--- config.mk ---
export PLATFORM = sky130hd
export DESIGN_NAME = serial_reg_front
export DESIGN_NICKNAME = d
export VERILOG_FILES = /design/src/rtl/sfr_pkg.sv /design/src/rtl/sfr_rx_fifo.sv /design/src/rtl/sfr_tx_hold.sv /design/src/rtl/serial_reg_front.sv
export SDC_FILE = /design/constraint.sdc
export NUM_CORES = 1
export LEC_CHECK = 0
export ABC_AREA = 1
export BUFFER_PORTS_ARGS = -buffer_cell sky130_fd_sc_hd__buf_2
export CAP_MARGIN = 10
export CELL_PAD_IN_SITES_DETAIL_PLACEMENT = 0
export CELL_PAD_IN_SITES_GLOBAL_PLACEMENT = 1
export CORE_UTILIZATION = 41
export CTS_CLUSTER_SIZE = 8
export DETAILED_ROUTE_END_ITERATION = 12
export HOLD_SLACK_MARGIN = 0.02
export PLACE_DENSITY_LB_ADDON = 0.1
export SLEW_MARGIN = 10
export SYNTH_ARGS = -nofsm -noshare
export SYNTH_HDL_FRONTEND = slang
export SYNTH_SLANG_ARGS = --single-unit
--- constraint.sdc ---
create_clock -name clk -period 3 [get_ports clk]
set_input_delay 0.15 -clock clk [delete_from_list [all_inputs] [get_ports clk]]
set_output_delay 0.15 -clock clk [all_outputs]
set_load 0.01 [all_outputs]
--- src/rtl/sfr_pkg.sv ---
package sfr_pkg;

  localparam logic [31:0] SFR_ID_VALUE = 32'hC51D_0001;

  typedef enum logic [2:0] {
    OFS_ID   = 3'd0,
    OFS_DATA = 3'd1,
    OFS_CNT  = 3'd2,
    OFS_IEN  = 3'd3,
    OFS_TXA  = 3'd4,
    OFS_TXN  = 3'd5,
    OFS_RXA  = 3'd6,
    OFS_RXN  = 3'd7
  } reg_ofs_e;

  // status vector: [2] rx dma idle, [1] tx dma done (constant), [0] fifo has data
  function automatic logic [2:0] int_status(input logic has_data, input logic rx_idle);
    return {rx_idle, 1'b1, has_data};
  endfunction

  function automatic logic irq_level(input logic [2:0] st, input logic [2:0] en);
    return |(st & en);
  endfunction

endpackage

--- src/rtl/sfr_rx_fifo.sv ---
module sfr_rx_fifo #(
  parameter int DEPTH = 16,
  parameter int DW    = 8,
  localparam int AW   = (DEPTH > 1) ? $clog2(DEPTH) : 1,
  localparam int CW   = $clog2(DEPTH + 1)
) (
  input  logic          clk,
  input  logic          rst_n,
  input  logic          push,
  input  logic [DW-1:0] push_data,
  input  logic          pop,
  output logic [DW-1:0] head,
  output logic [CW-1:0] count,
  output logic [CW-1:0] space,
  output logic          empty,
  output logic          full
);

  logic [DW-1:0] mem [DEPTH];
  logic [AW-1:0] wp, rp;
  logic do_push, do_pop;

  function automatic logic [AW-1:0] bump(input logic [AW-1:0] p);
    return (p == AW'(DEPTH - 1)) ? '0 : p + 1'b1;
  endfunction

  assign empty   = (count == '0);
  assign full    = (count == CW'(DEPTH));
  assign space   = CW'(DEPTH) - count;
  assign do_push = push && !full;
  assign do_pop  = pop && !empty;
  assign head    = mem[rp];

  always_ff @(posedge clk) begin
    if (do_push) mem[wp] <= push_data;
  end

  always_ff @(posedge clk) begin
    if (!rst_n) begin
      wp    <= '0;
      rp    <= '0;
      count <= '0;
    end else begin
      if (do_push) wp <= bump(wp);
      if (do_pop)  rp <= bump(rp);
      case ({do_push, do_pop})
        2'b10:   count <= count + CW'(1);
        2'b01:   count <= count - CW'(1);
        default: count <= count;
      endcase
    end
  end

endmodule

--- src/rtl/sfr_tx_hold.sv ---
module sfr_tx_hold #(
  parameter int DW = 8
) (
  input  logic          clk,
  input  logic          rst_n,
  input  logic          load,
  input  logic [DW-1:0] load_data,
  input  logic          tx_ready,
  output logic          tx_valid,
  output logic [DW-1:0] tx_data
);

  logic slot_free;
  assign slot_free = !tx_valid || tx_ready;

  always_ff @(posedge clk) begin
    if (!rst_n) begin
      tx_valid <= 1'b0;
      tx_data  <= '0;
    end else if (load && slot_free) begin
      tx_valid <= 1'b1;
      tx_data  <= load_data;
    end else if (tx_valid && tx_ready) begin
      tx_valid <= 1'b0;
    end
  end

endmodule

--- src/rtl/serial_reg_front.sv ---
module serial_reg_front
  import sfr_pkg::*;
#(
  parameter int FIFO_DEPTH = 16,
  parameter int ADDR_W     = 12,
  localparam int CW        = $clog2(FIFO_DEPTH + 1)
) (
  input  logic              clk,
  input  logic              rst_n,
  input  logic [ADDR_W-1:0] bus_addr,
  input  logic              bus_rd,
  input  logic              bus_wr,
  input  logic [31:0]       bus_wdata,
  output logic [31:0]       bus_rdata,
  input  logic              rx_valid,
  input  logic [7:0]        rx_data,
  output logic [CW-1:0]     rx_space,
  output logic              tx_valid,
  output logic [7:0]        tx_data,
  input  logic              tx_ready,
  input  logic [31:0]       dma_rx_remain,
  output logic [31:0]       dma_tx_addr,
  output logic [31:0]       dma_rx_addr,
  output logic              dma_tx_go,
  output logic              dma_rx_go,
  output logic [31:0]       dma_count,
  output logic              irq,
  output logic              rx_overflow
);

  // ---------------- decode ----------------
  logic [ADDR_W-1:0] word_idx;
  logic              mapped;
  reg_ofs_e          ofs;

  assign word_idx = bus_addr >> 2;
  assign mapped   = (word_idx < ADDR_W'(8));
  assign ofs      = reg_ofs_e'(word_idx[2:0]);

  logic wr_data, wr_ien, wr_txa, wr_txn, wr_rxa, wr_rxn, rd_data;
  assign wr_data = bus_wr && mapped && (ofs == OFS_DATA);
  assign wr_ien  = bus_wr && mapped && (ofs == OFS_IEN);
  assign wr_txa  = bus_wr && mapped && (ofs == OFS_TXA);
  assign wr_txn  = bus_wr && mapped && (ofs == OFS_TXN);
  assign wr_rxa  = bus_wr && mapped && (ofs == OFS_RXA);
  assign wr_rxn  = bus_wr && mapped && (ofs == OFS_RXN);
  assign rd_data = bus_rd && mapped && (ofs == OFS_DATA);

  // ---------------- receive path ----------------
  logic          rx_idle;
  logic          fifo_push, fifo_pop, fifo_empty, fifo_full;
  logic [7:0]    fifo_head;
  logic [CW-1:0] fifo_count;
  logic          drop_evt;

  assign rx_idle   = (dma_rx_remain == 32'd0);
  assign fifo_push = rx_valid && rx_idle;
  assign fifo_pop  = rd_data && !fifo_empty;
  assign drop_evt  = fifo_push && fifo_full;

  sfr_rx_fifo #(.DEPTH(FIFO_DEPTH), .DW(8)) u_fifo (
    .clk       (clk),
    .rst_n     (rst_n),
    .push      (fifo_push),
    .push_data (rx_data),
    .pop       (fifo_pop),
    .head      (fifo_head),
    .count     (fifo_count),
    .space     (rx_space),
    .empty     (fifo_empty),
    .full      (fifo_full)
  );

  // ---------------- transmit path ----------------
  sfr_tx_hold #(.DW(8)) u_tx (
    .clk       (clk),
    .rst_n     (rst_n),
    .load      (wr_data),
    .load_data (bus_wdata[7:0]),
    .tx_ready  (tx_ready),
    .tx_valid  (tx_valid),
    .tx_data   (tx_data)
  );

  // ---------------- control registers ----------------
  logic [2:0] int_en;

  always_ff @(posedge clk) begin
    if (!rst_n) begin
      int_en      <= '0;
      dma_tx_addr <= '0;
      dma_rx_addr <= '0;
      dma_tx_go   <= 1'b0;
      dma_rx_go   <= 1'b0;
      dma_count   <= '0;
      rx_overflow <= 1'b0;
    end else begin
      dma_tx_go <= wr_txn;
      dma_rx_go <= wr_rxn;
      if (wr_ien)          int_en      <= bus_wdata[2:0];
      if (wr_txa)          dma_tx_addr <= bus_wdata;
      if (wr_rxa)          dma_rx_addr <= bus_wdata;
      if (wr_txn || wr_rxn) dma_count  <= bus_wdata;
      if (drop_evt)        rx_overflow <= 1'b1;
    end
  end

  // ---------------- interrupt ----------------
  assign irq = irq_level(int_status(!fifo_empty, rx_idle), int_en);

  // ---------------- read mux ----------------
  always_comb begin
    bus_rdata = '0;
    if (mapped) begin
      case (ofs)
        OFS_ID:   bus_rdata = SFR_ID_VALUE;
        OFS_DATA: bus_rdata = fifo_empty ? 32'hFFFF_FFFF : {24'd0, fifo_head};
        OFS_CNT:  bus_rdata = 32'(fifo_count);
        OFS_IEN:  bus_rdata = {29'd0, int_en};
        OFS_TXA:  bus_rdata = dma_tx_addr;
        OFS_TXN:  bus_rdata = '0;
        OFS_RXA:  bus_rdata = dma_rx_addr;
        OFS_RXN:  bus_rdata = dma_rx_remain;
        default:  bus_rdata = '0;
      endcase
    end
  end

endmodule

==> results of run 1 <==
state kept, by name, summed over array words and instances (netlist names), named ones only:
register and flops:
u_fifo.count 5, u_fifo.mem 128, u_fifo.wp 4, rx_overflow 1, dma_tx_go 1, u_fifo.rp 4
int_en 3, u_tx.tx_valid 1, dma_tx_addr 32, dma_count 32, dma_rx_go 1, dma_rx_addr 32
u_tx.tx_data 8
cell usage after synthesis:
| library cell | number |
|---|---|
| ha_1 | 11 |
| clkinv_1 | 2 |
| a211oi_1 | 3 |
| xnor2_1 | 3 |
| nand4_1 | 14 |
| o221ai_1 | 2 |
| a41oi_1 | 2 |
| edfxtp_1 | 128 |
| o22ai_1 | 9 |
| xor2_1 | 6 |
| o21ai_0 | 78 |
| nor2_2 | 3 |
| nand3_1 | 148 |
| o21ai_1 | 3 |
| nand3_2 | 3 |
| nor3_2 | 1 |
| nor3b_1 | 1 |
| nor2_1 | 124 |
| nand2_1 | 296 |
| a22oi_1 | 7 |
| buf_4 | 4 |
| clkbuf_1 | 45 |
| nor3_1 | 9 |
| dfxtp_1 | 128 |
| a21oi_1 | 116 |
| or2_1 | 1 |
| buf_2 | 26 |
| buf_6 | 2 |
| buf_1 | 3 |
| a31oi_1 | 7 |
| a221oi_1 | 8 |
| a21oi_2 | 1 |
| inv_1 | 170 |
| inv_2 | 5 |
logic make-up (layout without fill, tap and decap cells):
logic type | Yosys count | after routing
fa+ha+maj | 11 | 11
xor+xnor | 9 | 9
compound gates | 236 | 236
flops | 256 | 256
simple gates | 600 | 600
buf+inv | 257 | 538
where the power goes:
group          total, uW  leakage [uW]  switching, uW  internal (uW)
logic                285       0.00368            183            102
registers           3680       0.00218          0.543           3670
clock network       3780      0.000499           1450           2330
total               7740       0.00636           1630           6110
final cells by class:
cell class	instances	area [sq um]	share of cell area, %
sequential	256	6410	44.2
multi-input combinational	856	4050	27.9
timing repair buffer	309	1880	13.0
clock buffer	51	1020	7.04
tap	372	465	3.21
inverter	177	664	4.58
clock inverter	1	8.76	0.0604
worst min-delay path, cell delays in order:
cell,delay (ns)
buf_2,0.14
nand3_1,0.14
nor3_1,0.07
repair_timing:
item / 4_1_cts / 5_1_grt
setup endpoints to repair: 0 / 6
gates resized for setup: 0 / 8
hold buffers: 35 / 0
hold endpoints to repair: 107 / 0
stage by stage:
| stage | hold slack, ns | total power [uW] | util [%] | std cells | instance area (sq um) |
|---|---|---|---|---|---|
| 2_1_floorplan | 0.249 | 3830 | - | 1369 | 11400 |
| 3_3_place_gp | 0.405 | 3990 | 48.1 | 1935 | 13100 |
| 3_5_place_dp | 0.408 | 3990 | 48.1 | 1935 | 13100 |
| 4_1_cts | 0.0443 | 7810 | 53.2 | 2022 | 14500 |
| 5_1_grt | 0.0561 | 7970 | 53.3 | 2022 | 14500 |
| 6_report | 0.0488 | 7740 | 53.3 | 2022 | 14500 |
how the worst max path moves through the flow:
stage	startpoint	end	slack, ns
floorplan	u_fifo.count[0]	u_fifo.count[4]	0.46
global placement	u_fifo.count[0]	u_fifo.count[4]	0.27
detailed placement	u_fifo.count[0]	u_fifo.count[4]	0.19
CTS	u_fifo.count[0]	bus_rdata[3]	0.06
global route	u_fifo.count[1]	u_fifo.count[4]	0.009
finish	u_fifo.count[0]	bus_rdata[0]	0.28
routing by layer:
metal	part of all wire, %	vias to the layer above	wire [um]
met5	0.036	-	13
met4	2.5	2	913
met3	7.1	61	2550
met2	49	327	17600
met1	41	4754	14900
li1	-	5048	-
==> out/qor.yml, run 1 <==
sta:
  worstMarginPinSlew_ns: 1.04
  timing.final.ws_setup_ns: 0.276
  finalCriticalPeriod_ns: 2.72
  fin_skew_ns: 0.0118
  rsz0062_at_grt: "no"
  fin_setup_tns_ns: 0
  slew_violations: 0
  fmax_mhz: 367
  slew_headroom_pct: 30.6
  finalCritPeriodShare_pct: 90.8
  setup_viol: 0
  hold_violations: 0
final_layout:
  antenna_cells: 0
  fin_nets: 1738
  drive_gt1_share_pct: 20.2
  area_delta_synth_final_pct: 26.6
  n_fill_cell: 2648
  final_cell_mix: "nand2_1 (296), buf_2 (233), inv_1 (170), nand3_1 (148), edfxtp_1 (128)"
  layout_commonest_cell: "nand2_1"
global_route:
  grt_max_degree: 71
  grt_pass1_wl_um: 55400
  grt_busiest_layer: "met2"
  gr-usage-met3_pct: 5.54
  grt-ovfl-total: 0
  grt_pass1_vias: 9825
  antenna_found_initial: 1
  use_met1_pct: 31.7
  grt_util_all_layers_pct: 25.1
  met2_usage_pct: 42.8
setup_path:
  r2r_setup_slack_ns: 0.29
  cp-start-kind: "flop"
  max_stage_delay_ns: 0.37
  path_class: "flop to output port"
  cp_common_cell: "inv_1"
  reg2reg_from: "u_fifo.count[0]"
  cp.required_ns: 2.85
  reg2regPathDepth: 20
  cp-end-kind: "output port"
  path_buf_inv: 5
  cp.arrival_ns: 2.57
  r2r_end: "u_fifo.count[4]"
  path_depth: 13
  worstPathMaxFanout: 9
  cpMaxStageDelayCell: "dfxtp_2"
  critPathTopFamily: "buffers and inverters"
  cp_cell_sequence: "inv_1 -> ha_1 -> nand2_1 -> nor2_2 -> ha_1 -> inv_1 -> nor2_4 -> nor2_2 -> buf_4 -> inv_1 -> nor3_1 -> a21oi_1 -> buf_2"
drt:
  drcViolationCount: 0
  wl_per_cell_um: 17.8
  drt_iter0_drc: 651
  num_vias: 10200
  via_per_inst: 5.04
  wirelength_um: 35900
  dr.pass1.iters: 5
  ant_nets: 0
synthesis:
  mappedNetlistArea_sq_um: 11400
  syn_nets: 1470
  synth_top_area_cell: "edfxtp_1"
  synth_top_family_by_area: "simple AND/OR/NAND/NOR gates"
  ys_seq_elements: 256
  synth_fa_ha_area_share_pct: 1.20
  synthMuxAreaShare_pct: 0
  synth_warnings: 0
  yosys.area_share.simple_pct: 22.0
  synth_area_leaders: "edfxtp_1 (34%), dfxtp_1 (22%), nand2_1 (9.7%)"
  synth_compound_area_share_pct: 11.1
  syn_area_per_cell_sq_um: 8.36
  synth_xor_xnor_area_share_pct: 0.689
  synth_top_area_share_pct: 33.6
  yosysSeqAreaShare_pct: 56.0
  ys_types: 34
  syn_inst: 1369
floorplan:
  ios: 236
  die_area_sq_um: 28600
  initial_core_util_pct: 42.1
  die_w_um: 169
  coreArea_sq_um: 27200
  die-height_um: 169
  num_rows: 60
outcome:
  run_status: "finished clean"
run:
  maxCapViolations: 0
power:
  pwr_density_cell_nw_per_um2: 534
  p_leak_uw: 0.00636
  peakVddDrop_uv: 432
clock_network:
  cts_setup_buffers: 0
  clk_latency_ns: 0.50
  path_clk_slew_ns: 0.05
  clock-root-buffer: "clkbuf_16"
  cts-htree-levels: 2
  cts_buffers: 37
  clock_sinks: 256
  cts_tree: "yes"
  clk_path_buf_depth: 3
hold_path:
  hold_depth: 3
  min_path_type: "input pin to flop"
  min_from: "bus_addr[2]"
  holdPathEnd: "dma_tx_go"
place:
  place_ws_ns: 0.190
  gp_congestion: 0.848
  dpl.hpwl_um: 24200
  portBuffers: 233
Power figures use the tool's default switching activity.
==> run 2, diff against run 1 <==
--- a/config.mk
+++ b/config.mk
@@ -5,12 +5,11 @@
 export SDC_FILE = /design/constraint.sdc
 export NUM_CORES = 1
 export LEC_CHECK = 0
-export ABC_AREA = 1
 export BUFFER_PORTS_ARGS = -buffer_cell sky130_fd_sc_hd__buf_2
 export CAP_MARGIN = 10
 export CELL_PAD_IN_SITES_DETAIL_PLACEMENT = 0
 export CELL_PAD_IN_SITES_GLOBAL_PLACEMENT = 1
-export CORE_UTILIZATION = 41
+export CORE_UTILIZATION = 43
 export CTS_CLUSTER_SIZE = 8
 export DETAILED_ROUTE_END_ITERATION = 12
 export HOLD_SLACK_MARGIN = 0.02
==> run 2 against run 1 <==
- die area decreased by 6.6%
- area after synthesis is 2.1% lower
- setup slack worse by 0.20 ns
- wire length decreased by 4.3%
- fmax decreased by 6.8%
- critical path depth down 2
- clock-buffer cell count increased by 4
- critical endpoint is now bus_rdata[7]
==> out/qor.yml, run 2 <==
floorplan:
  die_w_um: 163  # -3.3%
  num_rows: 58  # -3.3%
  initial_core_util_pct: 44.1  # +2.0 points
  ios: 236  # unchanged
  die-height_um: 163  # -3.3%
  coreArea_sq_um: 25400  # -6.5%
  die_area_sq_um: 26700  # -6.6%
setup_path:
  worstPathMaxFanout: 10  # +1
  path_class: "flop to output port"
  cp-start-kind: "flop"
  reg2regPathDepth: 13  # -35%
  cp.arrival_ns: 2.77  # +0.20 ns
  cp.required_ns: 2.85  # about the same
  cpMaxStageDelayCell: "a41oi_1"
  path_buf_inv: 4  # -1
  max_stage_delay_ns: 0.35  # -0.02 ns
  cp-end-kind: "output port"
  cp_common_cell: "ha_2"
  cp_cell_sequence: "inv_1 -> ha_2 -> nor3b_4 -> ha_2 -> buf_4 -> nand2_2 -> nor3_4 -> buf_12 -> a21oi_1 -> a41oi_1 -> buf_2"
  critPathTopFamily: "simple AND/OR/NAND/NOR gates"
  path_depth: 11  # -2
final_layout:
  fin_area_sq_um: 14600  # +0.42%
  drive_gt1_share_pct: 29.9  # +9.7 points
  largest_register_ffs: 128  # unchanged
  fin_nets: 1421  # -18%
  top_register: "u_fifo.mem"
  layout_commonest_cell: "nand2_1"
  n_fill_cell: 2255  # -15%
  final_cell_mix: "nand2_1 (234), buf_2 (233), edfxtp_1 (128), dfxtp_1 (127), buf_4 (65)"
  antenna_cells: 0  # unchanged
  area_delta_synth_final_pct: 29.9
drt:
  num_vias: 8999  # -12%
  via_per_inst: 5.39  # +7.0%
  drcViolationCount: 0  # unchanged
  drt_iter0_drc: 709  # +8.9%
  dr.pass1.iters: 5  # unchanged
  wl_per_cell_um: 20.6  # +16%
  wirelength_um: 34400  # -4.3%
  ant_nets: 0  # unchanged
sta:
  hold_violations: 0  # unchanged
  fin_skew_ns: 0.0153  # +0.00352 ns
  finalCritPeriodShare_pct: 97.4  # +6.6 points
  rsz0062_at_grt: "yes"
  finalCriticalPeriod_ns: 2.92  # +0.199 ns
  fmax_mhz: 342  # -6.8%
  timing.final.ws_setup_ns: 0.0768  # -0.199 ns
  worstMarginPinSlew_ns: 0.849  # -0.190 ns
  slew_violations: 0  # unchanged
  slew_headroom_pct: 43.4  # +13 points
  setup_viol: 0  # unchanged
synthesis:
  synth_top_area_share_pct: 34.3  # +0.71 points
  synth_area_leaders: "edfxtp_1 (34%), dfxtp_1 (23%), nand2_1 (7.9%)"
  synth_flop_cell: "edfxtp_1"
  async_reset_ff_share_pct: 0  # unchanged
  ys_types: 58  # +71%
  synth_common_cells: "nand2_1 (235), dfxtp_1 (128), edfxtp_1 (128), a21boi_0 (59), a21oi_1 (51)"
  synth_top_area_cell: "edfxtp_1"
  mappedNetlistArea_sq_um: 11200  # -2.1%
  syn_area_per_cell_sq_um: 11.1  # +32%
  syn_nets: 1114  # -24%
  synth-edff-count: 128  # unchanged
  post-synth-top-count-cell: "nand2_1"
  synth_warnings: 0  # unchanged
  syn_inst: 1013  # -26%
  ys_seq_elements: 256  # unchanged
  yosysSeqAreaShare_pct: 57.1  # +1.2 points
clock_network:
  path_clk_slew_ns: 0.05  # about the same
  clock_sinks: 256  # unchanged
  clk_latency_ns: 0.52  # +0.02 ns
  clock-root-buffer: "clkbuf_16"
  cts_buffers: 37  # unchanged
  cts-htree-levels: 2  # unchanged
  cts_tree: "yes"
  clk_path_buf_depth: 3  # unchanged
global_route:
  grt_max_degree: 58  # -18%
  grt-ovfl-total: 0  # unchanged
  antenna_found_initial: 0  # -1
  grt_pass1_vias: 8398  # -15%
  grt_pass1_wl_um: 50400  # -9.0%
  grt_util_all_layers_pct: 25.3  # +0.20 points
place:
  place_area_sq_um: 13000  # -0.79%
  gp_congestion: 0.816  # -3.8%
  portBuffers: 233  # unchanged
  place_ws_ns: -0.0564  # -0.246 ns
  dpl.hpwl_um: 24200  # about the same
hold_path:
  min_path_type: "input pin to flop"
  hold_depth: 1  # -2
power:
  p_leak_uw: 0.00555  # -13%
  peakVddDrop_uv: 443  # +2.7%
  pwr_density_cell_nw_per_um2: 536  # +0.30%
outcome:
  run_status: "finished clean"
run:
  maxCapViolations: 0  # unchanged
==> run 2: routing by layer <==
| layer | part of all wire, % | GRT usage (%) |
|---|---|---|
| met2 | 47 | 42.1 |
| met5 | 0 | 0 |
| met3 | 6.5 | 4.06 |
| met4 | 2.7 | 8.04 |
| met1 | 44 | 33.7 |
==> run 2: where the power goes <==
part	internal (uW)	leakage [uW]	total, uW	switching [uW]
registers	3680	0.00218	3680	0.469
clock network	2290	0.000505	3780	1490
logic	153	0.00286	344	191
==> run 2: worst paths after layout <==
| kind | startpoint | endpoint | slack [ns] |
|---|---|---|---|
| setup reg to reg | u_fifo.count[0] | u_fifo.count[4] | 0.26 |
| setup / recovery | u_fifo.count[0] | bus_rdata[7] | 0.08 |
| hold / removal | rx_data[6] | u_fifo.mem[11][6] | 0.03 |
| hold reg to reg | dma_count[8] | dma_count[8] | 0.45 |
==> run 2: layout make-up <==
type                            instances  area (sq um)  area share, %
Clock buffer                           55           993           6.82
Clock inverter                          3          66.3          0.456
Inverter                               13          48.8          0.335
Multi-Input combinational cell        670          4480           30.8
Sequential cell                       256          6410           44.0
Tap cell                              330           413           2.84
Timing Repair Buffer                  342          2150           14.8
==> run 2: worst reg2reg max path: stages, from the launching register on <==
cell	delay (ns)
dfxtp_1	0.33
inv_1	0.05
ha_2	0.19
nor3b_4	0.16
ha_2	0.21
inv_1	0.11
nand4_1	0.14
inv_2	0.12
ha_1	0.19
buf_4	0.16
or4b_2	0.58
o22ai_1	0.18
o21bai_1	0.09
mux2i_1	0.12
==> run 2: metrics by stage <==
| step | setup TNS [ns] | hold slack (ns) | utilization [%] | std cells | power, uW |
|---|---|---|---|---|---|
| after global routing | -0.195 | 0.0391 | 57.3 | 1669 | 8070 |
| after detailed placement | -0.0793 | 0.424 | 51.1 | 1566 | 4030 |
| after floorplan | 0 | 0.249 | - | 1013 | 3860 |
| final | 0 | 0.0344 | 57.3 | 1669 | 7800 |
| after CTS | 0 | 0.0226 | 56.9 | 1663 | 7880 |
| after global placement | -0.0174 | 0.417 | 51.1 | 1566 | 4030 |
==> run 2: logic make-up (layout without fill, tap and decap cells) <==
group                    after synthesis  in the layout  share of synthesized area (%)
multiplexers                          66             66                           8.68
flip-flops                           256            256                           57.1
adder cells (fa/ha/maj)               11             11                           1.23
AO/OA/AOI/OAI                        233            233                           14.7
buffers and inverters                 87            413                           3.66
XOR/XNOR                               7              7                          0.547
AND/OR/NAND/NOR                      353            353                           14.1
==> run 2: what timing repair did <==
item                                   in CTS  in global routing
endpoints found under the hold margin     159                  0
setup endpoints to repair                   6                  9
pin swaps                                   0                  4
gates cloned                                0                  1
gates resized for setup                     4                 11
setup buffers                               0                  5
hold buffers                               39                  0
